===== config.mk =====
export PLATFORM = sky130hd
export DESIGN_NAME = conv_result_bank
export DESIGN_NICKNAME = d
export VERILOG_FILES = /design/src/rtl/crb_pkg.sv /design/src/rtl/crb_slot_store.sv /design/src/rtl/crb_flag_ctrl.sv /design/src/rtl/crb_prio_idx.sv /design/src/rtl/conv_result_bank.sv
export SDC_FILE = /design/constraint.sdc
export NUM_CORES = 1
export LEC_CHECK = 0
export BUFFER_PORTS_ARGS = -buffer_cell sky130_fd_sc_hd__buf_2
export CAP_MARGIN = 10
export CORE_ASPECT_RATIO = 1.2
export CORE_MARGIN = 4
export CORE_UTILIZATION = 35
export DETAILED_ROUTE_END_ITERATION = 8
export SYNTH_ARGS = -nofsm -noshare
export SYNTH_HDL_FRONTEND = slang
export SYNTH_SLANG_ARGS = --single-unit

===== constraint.sdc =====
create_clock -name clk -period 4.3 [get_ports clk]
set_input_delay 0.86 -clock clk [delete_from_list [all_inputs] [get_ports clk]]
set_output_delay 0.86 -clock clk [all_outputs]
set_load 0.005 [all_outputs]

===== src/rtl/crb_pkg.sv =====
package crb_pkg;
    typedef enum logic [1:0] {
        ACC_RESULT = 2'd0,
        ACC_FLAG   = 2'd1,
        ACC_ENABLE = 2'd2,
        ACC_NONE   = 2'd3
    } acc_kind_e;
endpackage


===== src/rtl/crb_slot_store.sv =====
module crb_slot_store #(
    parameter int NUM_SLOTS = 16,
    parameter int RES_W     = 12,
    localparam int SLOT_W   = $clog2(NUM_SLOTS)
) (
    input  logic              clk,
    input  logic              rst_n,
    input  logic [NUM_SLOTS-1:0] ld_vec,
    input  logic [RES_W-1:0]  ld_data,
    input  logic [SLOT_W-1:0] rd_slot,
    output logic [RES_W-1:0]  rd_val
);
    logic [RES_W-1:0] slot_q [NUM_SLOTS];

    for (genvar g = 0; g < NUM_SLOTS; g++) begin : g_slot
        always_ff @(posedge clk or negedge rst_n) begin
            if (!rst_n)
                slot_q[g] <= '0;
            else if (ld_vec[g])
                slot_q[g] <= ld_data;
        end
    end

    assign rd_val = slot_q[rd_slot];
endmodule


===== src/rtl/crb_flag_ctrl.sv =====
module crb_flag_ctrl #(
    parameter int NUM_SLOTS = 16
) (
    input  logic                 clk,
    input  logic                 rst_n,
    input  logic [NUM_SLOTS-1:0] ld_vec,
    input  logic [NUM_SLOTS-1:0] rd_clr_vec,
    input  logic                 flag_wr,
    input  logic                 en_wr,
    input  logic [NUM_SLOTS-1:0] wr_val,
    output logic [NUM_SLOTS-1:0] flags_q,
    output logic [NUM_SLOTS-1:0] en_q
);
    logic [NUM_SLOTS-1:0] flags_d;

    always_comb begin
        if (flag_wr)
            flags_d = wr_val;
        else
            flags_d = flags_q & ~rd_clr_vec;
        flags_d = flags_d | ld_vec;
    end

    always_ff @(posedge clk or negedge rst_n) begin
        if (!rst_n) begin
            flags_q <= '0;
            en_q    <= '0;
        end else begin
            flags_q <= flags_d;
            if (en_wr)
                en_q <= wr_val;
        end
    end

    AST_LOAD_SETS_FLAG: assert property (@(posedge clk) disable iff (!rst_n)
        (|ld_vec) |=> ((flags_q & $past(ld_vec)) == $past(ld_vec)));

    AST_READ_CLEARS_FLAG: assert property (@(posedge clk) disable iff (!rst_n)
        ((|rd_clr_vec) && !flag_wr) |=> ((flags_q & $past(rd_clr_vec & ~ld_vec)) == '0));

    AST_NO_SPURIOUS_SET: assert property (@(posedge clk) disable iff (!rst_n)
        !flag_wr |=> ((flags_q & ~$past(flags_q) & ~$past(ld_vec)) == '0));

    AST_ENABLE_HOLD: assert property (@(posedge clk) disable iff (!rst_n)
        !en_wr |=> $stable(en_q));
endmodule


===== src/rtl/crb_prio_idx.sv =====
module crb_prio_idx #(
    parameter int NUM_SLOTS = 16,
    localparam int IDX_W    = $clog2(NUM_SLOTS) + 1
) (
    input  logic [NUM_SLOTS-1:0] pend,
    output logic [IDX_W-1:0]     idx
);
    always_comb begin
        idx = '0;
        for (int i = NUM_SLOTS - 1; i >= 0; i--) begin
            if (pend[i])
                idx = IDX_W'(i + 1);
        end
    end
endmodule


===== src/rtl/conv_result_bank.sv =====
module conv_result_bank
    import crb_pkg::*;
#(
    parameter int NUM_SLOTS = 16,
    parameter int RES_W     = 12,
    parameter int DATA_W    = 16,
    localparam int SLOT_W   = $clog2(NUM_SLOTS),
    localparam int ADDR_W   = SLOT_W + 1,
    localparam int IDX_W    = SLOT_W + 1
) (
    input  logic              clk,
    input  logic              rst_n,
    input  logic              ld_en,
    input  logic [SLOT_W-1:0] ld_slot,
    input  logic [RES_W-1:0]  ld_data,
    input  logic              bus_sel,
    input  logic              bus_wr,
    input  logic [ADDR_W-1:0] bus_addr,
    input  logic [DATA_W-1:0] bus_wdata,
    output logic [DATA_W-1:0] bus_rdata,
    output logic              irq,
    output logic [IDX_W-1:0]  irq_idx
);
    localparam logic [ADDR_W-1:0] FLAG_ADDR = ADDR_W'(NUM_SLOTS);
    localparam logic [ADDR_W-1:0] EN_ADDR   = ADDR_W'(NUM_SLOTS + 1);

    acc_kind_e            acc_kind;
    logic [NUM_SLOTS-1:0] ld_vec;
    logic [NUM_SLOTS-1:0] rd_clr_vec;
    logic [NUM_SLOTS-1:0] flags_q;
    logic [NUM_SLOTS-1:0] en_q;
    logic [NUM_SLOTS-1:0] pend;
    logic [RES_W-1:0]     rd_val;
    logic                 flag_wr;
    logic                 en_wr;

    always_comb begin
        if (bus_addr < FLAG_ADDR)
            acc_kind = ACC_RESULT;
        else if (bus_addr == FLAG_ADDR)
            acc_kind = ACC_FLAG;
        else if (bus_addr == EN_ADDR)
            acc_kind = ACC_ENABLE;
        else
            acc_kind = ACC_NONE;
    end

    always_comb begin
        ld_vec     = ld_en ? (NUM_SLOTS'(1) << ld_slot) : '0;
        rd_clr_vec = '0;
        flag_wr    = 1'b0;
        en_wr      = 1'b0;
        bus_rdata  = '0;
        if (bus_sel) begin
            unique case (acc_kind)
                ACC_RESULT: begin
                    if (!bus_wr) begin
                        rd_clr_vec = NUM_SLOTS'(1) << bus_addr[SLOT_W-1:0];
                        bus_rdata  = DATA_W'(rd_val);
                    end
                end
                ACC_FLAG: begin
                    flag_wr = bus_wr;
                    if (!bus_wr)
                        bus_rdata = DATA_W'(flags_q);
                end
                ACC_ENABLE: begin
                    en_wr = bus_wr;
                    if (!bus_wr)
                        bus_rdata = DATA_W'(en_q);
                end
                ACC_NONE: bus_rdata = '0;
            endcase
        end
    end

    crb_slot_store #(.NUM_SLOTS(NUM_SLOTS), .RES_W(RES_W)) store_i (
        .clk     (clk),
        .rst_n   (rst_n),
        .ld_vec  (ld_vec),
        .ld_data (ld_data),
        .rd_slot (bus_addr[SLOT_W-1:0]),
        .rd_val  (rd_val)
    );

    crb_flag_ctrl #(.NUM_SLOTS(NUM_SLOTS)) flags_i (
        .clk        (clk),
        .rst_n      (rst_n),
        .ld_vec     (ld_vec),
        .rd_clr_vec (rd_clr_vec),
        .flag_wr    (flag_wr),
        .en_wr      (en_wr),
        .wr_val     (bus_wdata[NUM_SLOTS-1:0]),
        .flags_q    (flags_q),
        .en_q       (en_q)
    );

    assign pend = flags_q & en_q;
    assign irq  = |pend;

    crb_prio_idx #(.NUM_SLOTS(NUM_SLOTS)) prio_i (
        .pend (pend),
        .idx  (irq_idx)
    );

    AST_IRQ_MATCHES_IDX: assert property (@(posedge clk) disable iff (!rst_n)
        irq == (irq_idx != '0));

    AST_IDX_IS_PENDING: assert property (@(posedge clk) disable iff (!rst_n)
        (irq_idx != '0) |-> (flags_q[irq_idx - 1'b1] && en_q[irq_idx - 1'b1]));

    AST_RESULT_WRITE_IGNORED: assert property (@(posedge clk) disable iff (!rst_n)
        (bus_sel && bus_wr && acc_kind == ACC_RESULT) |=> ($stable(en_q)));
endmodule


## Word-level counts from Yosys, hierarchy flattened

Index checks and enable logic that the tools add are counted.

| operators by class | value |
|---|---|
| divide/modulo/power cells | 0 |
| reductions and logical operators | 2 |
| shifts and indexed selects | 2 |
| $add $sub $neg | 0 |
| equality and inequality tests | 5 |
| bitwise operators | 5 |
| multiply operators | 0 |
| mux-type cells | 36 |
| magnitude comparators | 2 |

Operators with widths:

| cell | count |
|---|---|
| $mux 16 | 8 |
| $mux 5 | 16 |
| $pmux 16 s4 | 1 |
| $bmux 12 s4 | 1 |
| $mux 12 | 3 |
| $and 16x16->16 | 2 |
| $shl 1x4->16 const A | 2 |
| $not 16->16 | 1 |
| $or 16x16->16 | 1 |
| $reduce_or 16->1 | 1 |
| $eq 5x5->1 const B | 2 |
| $ge 5x5->1 const B | 1 |
| $lt 5x5->1 const B | 1 |
| $mux 1 | 5 |
| $not 4->5 | 1 |
| $eq 2x2->1 const B | 2 |
| $mux 2 | 2 |
| $eq 2x1->1 const B | 1 |
| $logic_not 2->1 | 1 |

| word-level totals | value |
|---|---|
| memories | 0 |
| register bits | 224 |
| word-level logic and storage cells | 70 |
| latch bits | 0 |
| memory bits (writable) | 0 |
| memory bits (read-only) | 0 |
| input bits | 42 |

## Logic depth before layout (Yosys ltp)

| depth | value |
|---|---|
| depth after elaboration | 17 |
| gate-level depth with buffers | 7 |
| depth with buffers taken out | 4 |

## Cells and area by module

Synthesis repeated with hierarchy kept, for this count alone.

| unflattened totals | value |
|---|---|
| cell total of the unflattened synthesis | 760 |
| area total of the unflattened synthesis | 10,771.6 µm² |

Modules (own cells, without submodules):

| module | area each (µm²) | cells each | seq. area each (µm²) | times used |
|---|---|---|---|---|
| crb_slot_store | 8,567.0 | 514 | 4,804.6 | 1 |
| crb_flag_ctrl | 1,330.0 | 100 | 800.8 | 1 |
| conv_result_bank | 708.2 | 115 | 0.0 | 1 |
| crb_prio_idx | 166.4 | 31 | 0.0 | 1 |

## Worst setup path before layout

OpenSTA, ideal clock, no wires.

| timing path | value |
|---|---|
| path type | input to output |
| from | input port bus_addr[0] |
| to | output port bus_rdata[11] |
| arrival time | 2,133 ps |
| slack | 1,307 ps |
| path buffers | 1 |
| cell stages on the path | 5 |
| data required time | 3,440 ps |
| cell sequence | buf_4 mux4_2 and2_0 a2111oi_0 nor4_1 |

| on the way | value |
|---|---|
| cells in the longest elaborated chain, start to end | 7 |
| elaborated cells between the ends (all ways) | 17 |
| those cells by class | order compare: 1; eq/ne: 5; mux: 9; bitwise: 1; reduce/logical: 1 |

Ends and longest elaborated chain:

| what | line | source |
|---|---|---|
| start, declared | conv_result_bank.sv:18 | `input logic [ADDR_W-1:0] bus_addr,` |
| $not 4->5 (not written as such) or $eq 5x5->1 (tied branches) | crb_slot_store.sv:24, conv_result_bank.sv:42 |  |
| $bmux 12 s4 or $mux 1 (tied branches) | crb_slot_store.sv:24, conv_result_bank.sv:42 |  |
| $mux 12 (not written as such) or $mux 2 (tied branches) | crb_slot_store.sv:24, conv_result_bank.sv:40 |  |
| $mux 12 (not written as such) or $mux 2 (tied branches) | crb_slot_store.sv:24, conv_result_bank.sv:38 |  |
| $mux 12, or another cell as far along | conv_result_bank.sv:57 | `if (!bus_wr) begin` |
| $pmux 16 s4 (*) | conv_result_bank.sv:55 | `unique case (acc_kind)` |
| $mux 16 (*) | conv_result_bank.sv:54 | `if (bus_sel) begin` |
| end, declared | conv_result_bank.sv:20 | `output logic [DATA_W-1:0] bus_rdata,` |

Every way passes the cells marked *; elsewhere a longest branch is shown, timed or not. The select of a mux whose other input is x is not followed.

## Final worst setup path

| timing path | value |
|---|---|
| from | input port bus_addr[2] |
| to | output port bus_rdata[4] |

Same word-level chain as after synthesis.

==> metrics.md <==
| Metric | Value |
|---|---|
| Final hold viol count | `0` |
| Final Critical Period | `3.69 ns` |
| Die Height | `199 µm` |
| GRT Util Overall | `between 10% and 20%` |
| Mapped Area | `0.0107 mm²` |
| Slowest CP cell | `a2111oi_1` |
| Clock Path Buffers | `3` |
| Required time of the worst setup path | `3.44 ns` |
| Average footprint of a synthesized cell | `14.5 µm²` |
| Row cnt | `slightly below 70` |
| Setup TNS Final | `0 ns` |
| Largest family of logic cells by synthesized area | `multiplexers` |
| Commonest non-fill, non-tap cells in the layout | `dfrtp_1 (224), mux2_2 (198), buf_2 (61)` |
| First-pass GRT wire length | `43.7 mm` |
| Vias | `6,691` |
| H-tree Lvls | `1` |
| Final ANT Viol Nets | `0` |
| CP Capture Type | `output pin` |
| Vias in the first global route | `6,964` |
| CTS resizes | `0` |
| Synth top area cells | `dfrtp_1 (53%), mux2_2 (21%), mux4_2 (10%), mux2_4 (1.4%), nand2_1 (1.2%)` |
| Ys async rst share | `100%` |
| CTS buffer count | `23` |
| Prevailing post-synth register cell | `dfrtp_1` |
| Flops & latches, synth | `224` |
| Synth-to-Final Area Change | `13.9%` |
| Grt total ovfl | `0` |
| Cts hold-fix bufs | `0` |
| Setup Skew | `0 ns` |
| Core area | `0.0299 mm²` |
| Worst path buffer plus inverter count | `4` |
| Synth Net Count | `about 780` |
| I/O pins | `64` |
| Synth Warn # | `0` |
| Clock Tree Root | `clkbuf_16` |
| Crit-path cells | `buf_2 -> inv_2 -> nand3_1 -> buf_4 -> nor2_1 -> a2111oi_1 -> buf_2` |
| Status | `completed` |
| Via density | `5.57` |
| Finished Core Util | `between 40 and 50%` |
| Largest delay share family, worst path | `buffers and inverters` |
| Setup violations, final | `0` |
| Placed cell areas | `0.0115 mm²` |
| Netlist cell types | `50` |
| Reg clk slew, reported paths | `0.06 ns` |
| Setup CP Type | `in -> out` |
| Final Cycle Share | `between 80% and 90%` |
| Xor/xnor cell area share of the yosys netlist | `0.0821%` |
| Setup Buffers After CTS | `0` |
| Final design instance area without fill | `0.0122 mm²` |
| Fin. max-slew vios | `0` |
| Slew HR | `24.0%` |
| Die Width | `167 µm` |
| RD Place Congestion | `0.816` |
| Maximum vdd ir drop | `248 µV` |
| Startpoint types | `input port` |
| Multiplexer area fraction after synthesis | `between 30% and 40%` |
| Placed cell count | `about 1,200` |
| CTS tree | `built` |
| Post-route DRC | `0` |
| Final non-filler cell total | `~1,200` |
| Synth Area in Adders | `0%` |
| Hold Slack | `0.432 ns` |
| HP Class | `in -> async` |
| Drt wl/cell | `23.6 µm` |
| Pwr/cell area | `477 mW/mm²` |
| Initial DRC count | `approximately 490` |
| Crit path DAT | `between 2 and 3 ns` |
| Pre-antenna DRT Iters | `7` |
| Starting density of the core | `about 36%` |
| Synth Area in Simple Gates | `between 4 and 5%` |
| RSZ-0062 raised after global routing | `no` |
| Commonest non-fill, non-tap cell in the layout | `dfrtp_1` |
| Antenna violations before repair | `2` |
| I/O Buffers | `between 60 and 70` |
| Max_cap viols | `0` |
| Share of layout cells above drive strength 1 | `between 40% and 50%` |
| Top cell type by total area after synthesis | `dfrtp_1` |
| CP max stage delay | `0.60 ns` |
| Post-synth top area share | `~53%` |
| CP max FO | `8` |
| Worst-Skew Late Latency | `0.50 ns` |
| Ant diodes | `0` |
| Dpl hpwl | `17.8 mm` |
| Most common cell on crit path | `buf_2` |
| Post-synth EDFFs | `0` |
| Post-synthesis cell count | `734` |
| Fmax | `271 MHz` |
| Compound-Gate Fraction of Synth Area | `6.31%` |
| Worst Tran Pin Value | `1.14 ns` |
| WL final | `28.3 mm` |
| Largest net degree at the start of global routing | `113` |
| DIE AREA | `0.0334 mm²` |
| Register area share after synthesis | `between 50% and 60%` |
| Clk sinks | `224` |
| Fill cells | `around 2,800` |
| Fin nets | `842` |
| Leak Pwr | `5.20 nW` |
[sequential cells by signal, indices dropped and copies added, names as in the netlist]
register and flops:
flags_i.en_q 16, store_i.slot_q 192, flags_i.flags_q 16
[metrics by stage]
stage	total power, mW	worst slack [ns]
2_1_floorplan	3.62	1.31
3_3_place_gp	3.94	0.552
3_5_place_dp	3.98	0.529
4_1_cts	5.86	0.516
5_1_grt	6.08	0.461
6_report	5.79	0.607
[cells by family (layout without fill, tap and decap cells)]
group / Yosys count / after routing
xor gates and xnor gates: 1 / 1
muxes: 267 / 267
AOI/OAI and AO/OA: 85 / 85
DFF: 224 / 224
buffers and inverters: 56 / 133
and+or+nand+nor: 101 / 101
[report_power, final]
| group | switching, mW | internal (mW) |
|---|---|---|
| Sequential | 0.266 | 2.59 |
| Clock | 0.792 | 1.07 |
| Combinational | 0.427 | 0.655 |
[final cells by class]
cell class                 instances  area [µm²]  share of cell area [%]
clock buffer                      31         626                    5.15
clock inverter                     5        50.0                   0.412
inverter                           3        11.3                  0.0926
multi-input combinational        454        4780                    39.3
sequential                       224        5610                    46.1
tap                              390         488                    4.01
timing repair buffer              94         598                    4.92
[cell usage after synthesis (4+ instances only)]
master,number
buf_2,18
clkbuf_1,19
a21oi_1,10
buf_6,4
a22oi_1,11
mux2_2,198
mux2i_1,11
o311ai_0,11
a2111oi_1,8
nand2_1,33
mux4_2,48
dfrtp_1,224
nand3b_1,4
a221o_1,11
nand2b_1,9
nand3_1,10
mux2_4,10
nor2_1,27
buf_4,7
buf_1,5
o21ai_1,11
[path summary, 6_finish.rpt]
check / end / slack [ns] / startpoint / cells past startpoint
worst max-delay path: bus_rdata[4] / 0.61 / bus_addr[2] / 7
worst min-delay path: store_i.slot_q[171] / 0.43 / rst_n / 1
worst max register to register: flags_i.flags_q[2] / 3.45 / flags_i.flags_q[2] / 2
worst min register to register: store_i.slot_q[147] / 0.50 / store_i.slot_q[147] / 1
max in group asynchronous: flags_i.en_q[3] / 2.95 / rst_n / 2
min in group clk: store_i.slot_q[147] / 0.50 / store_i.slot_q[147] / 1
[metal layers]
metal	up-vias	routed length (µm)	GRT usage, %
met5	-	27	0
met3	43	1380	2.67
met4	4	730	4.78
met2	189	13800	28.9
met1	3531	12400	22.9
li1	2924	-	-
(Power assumes the default switching activity.)
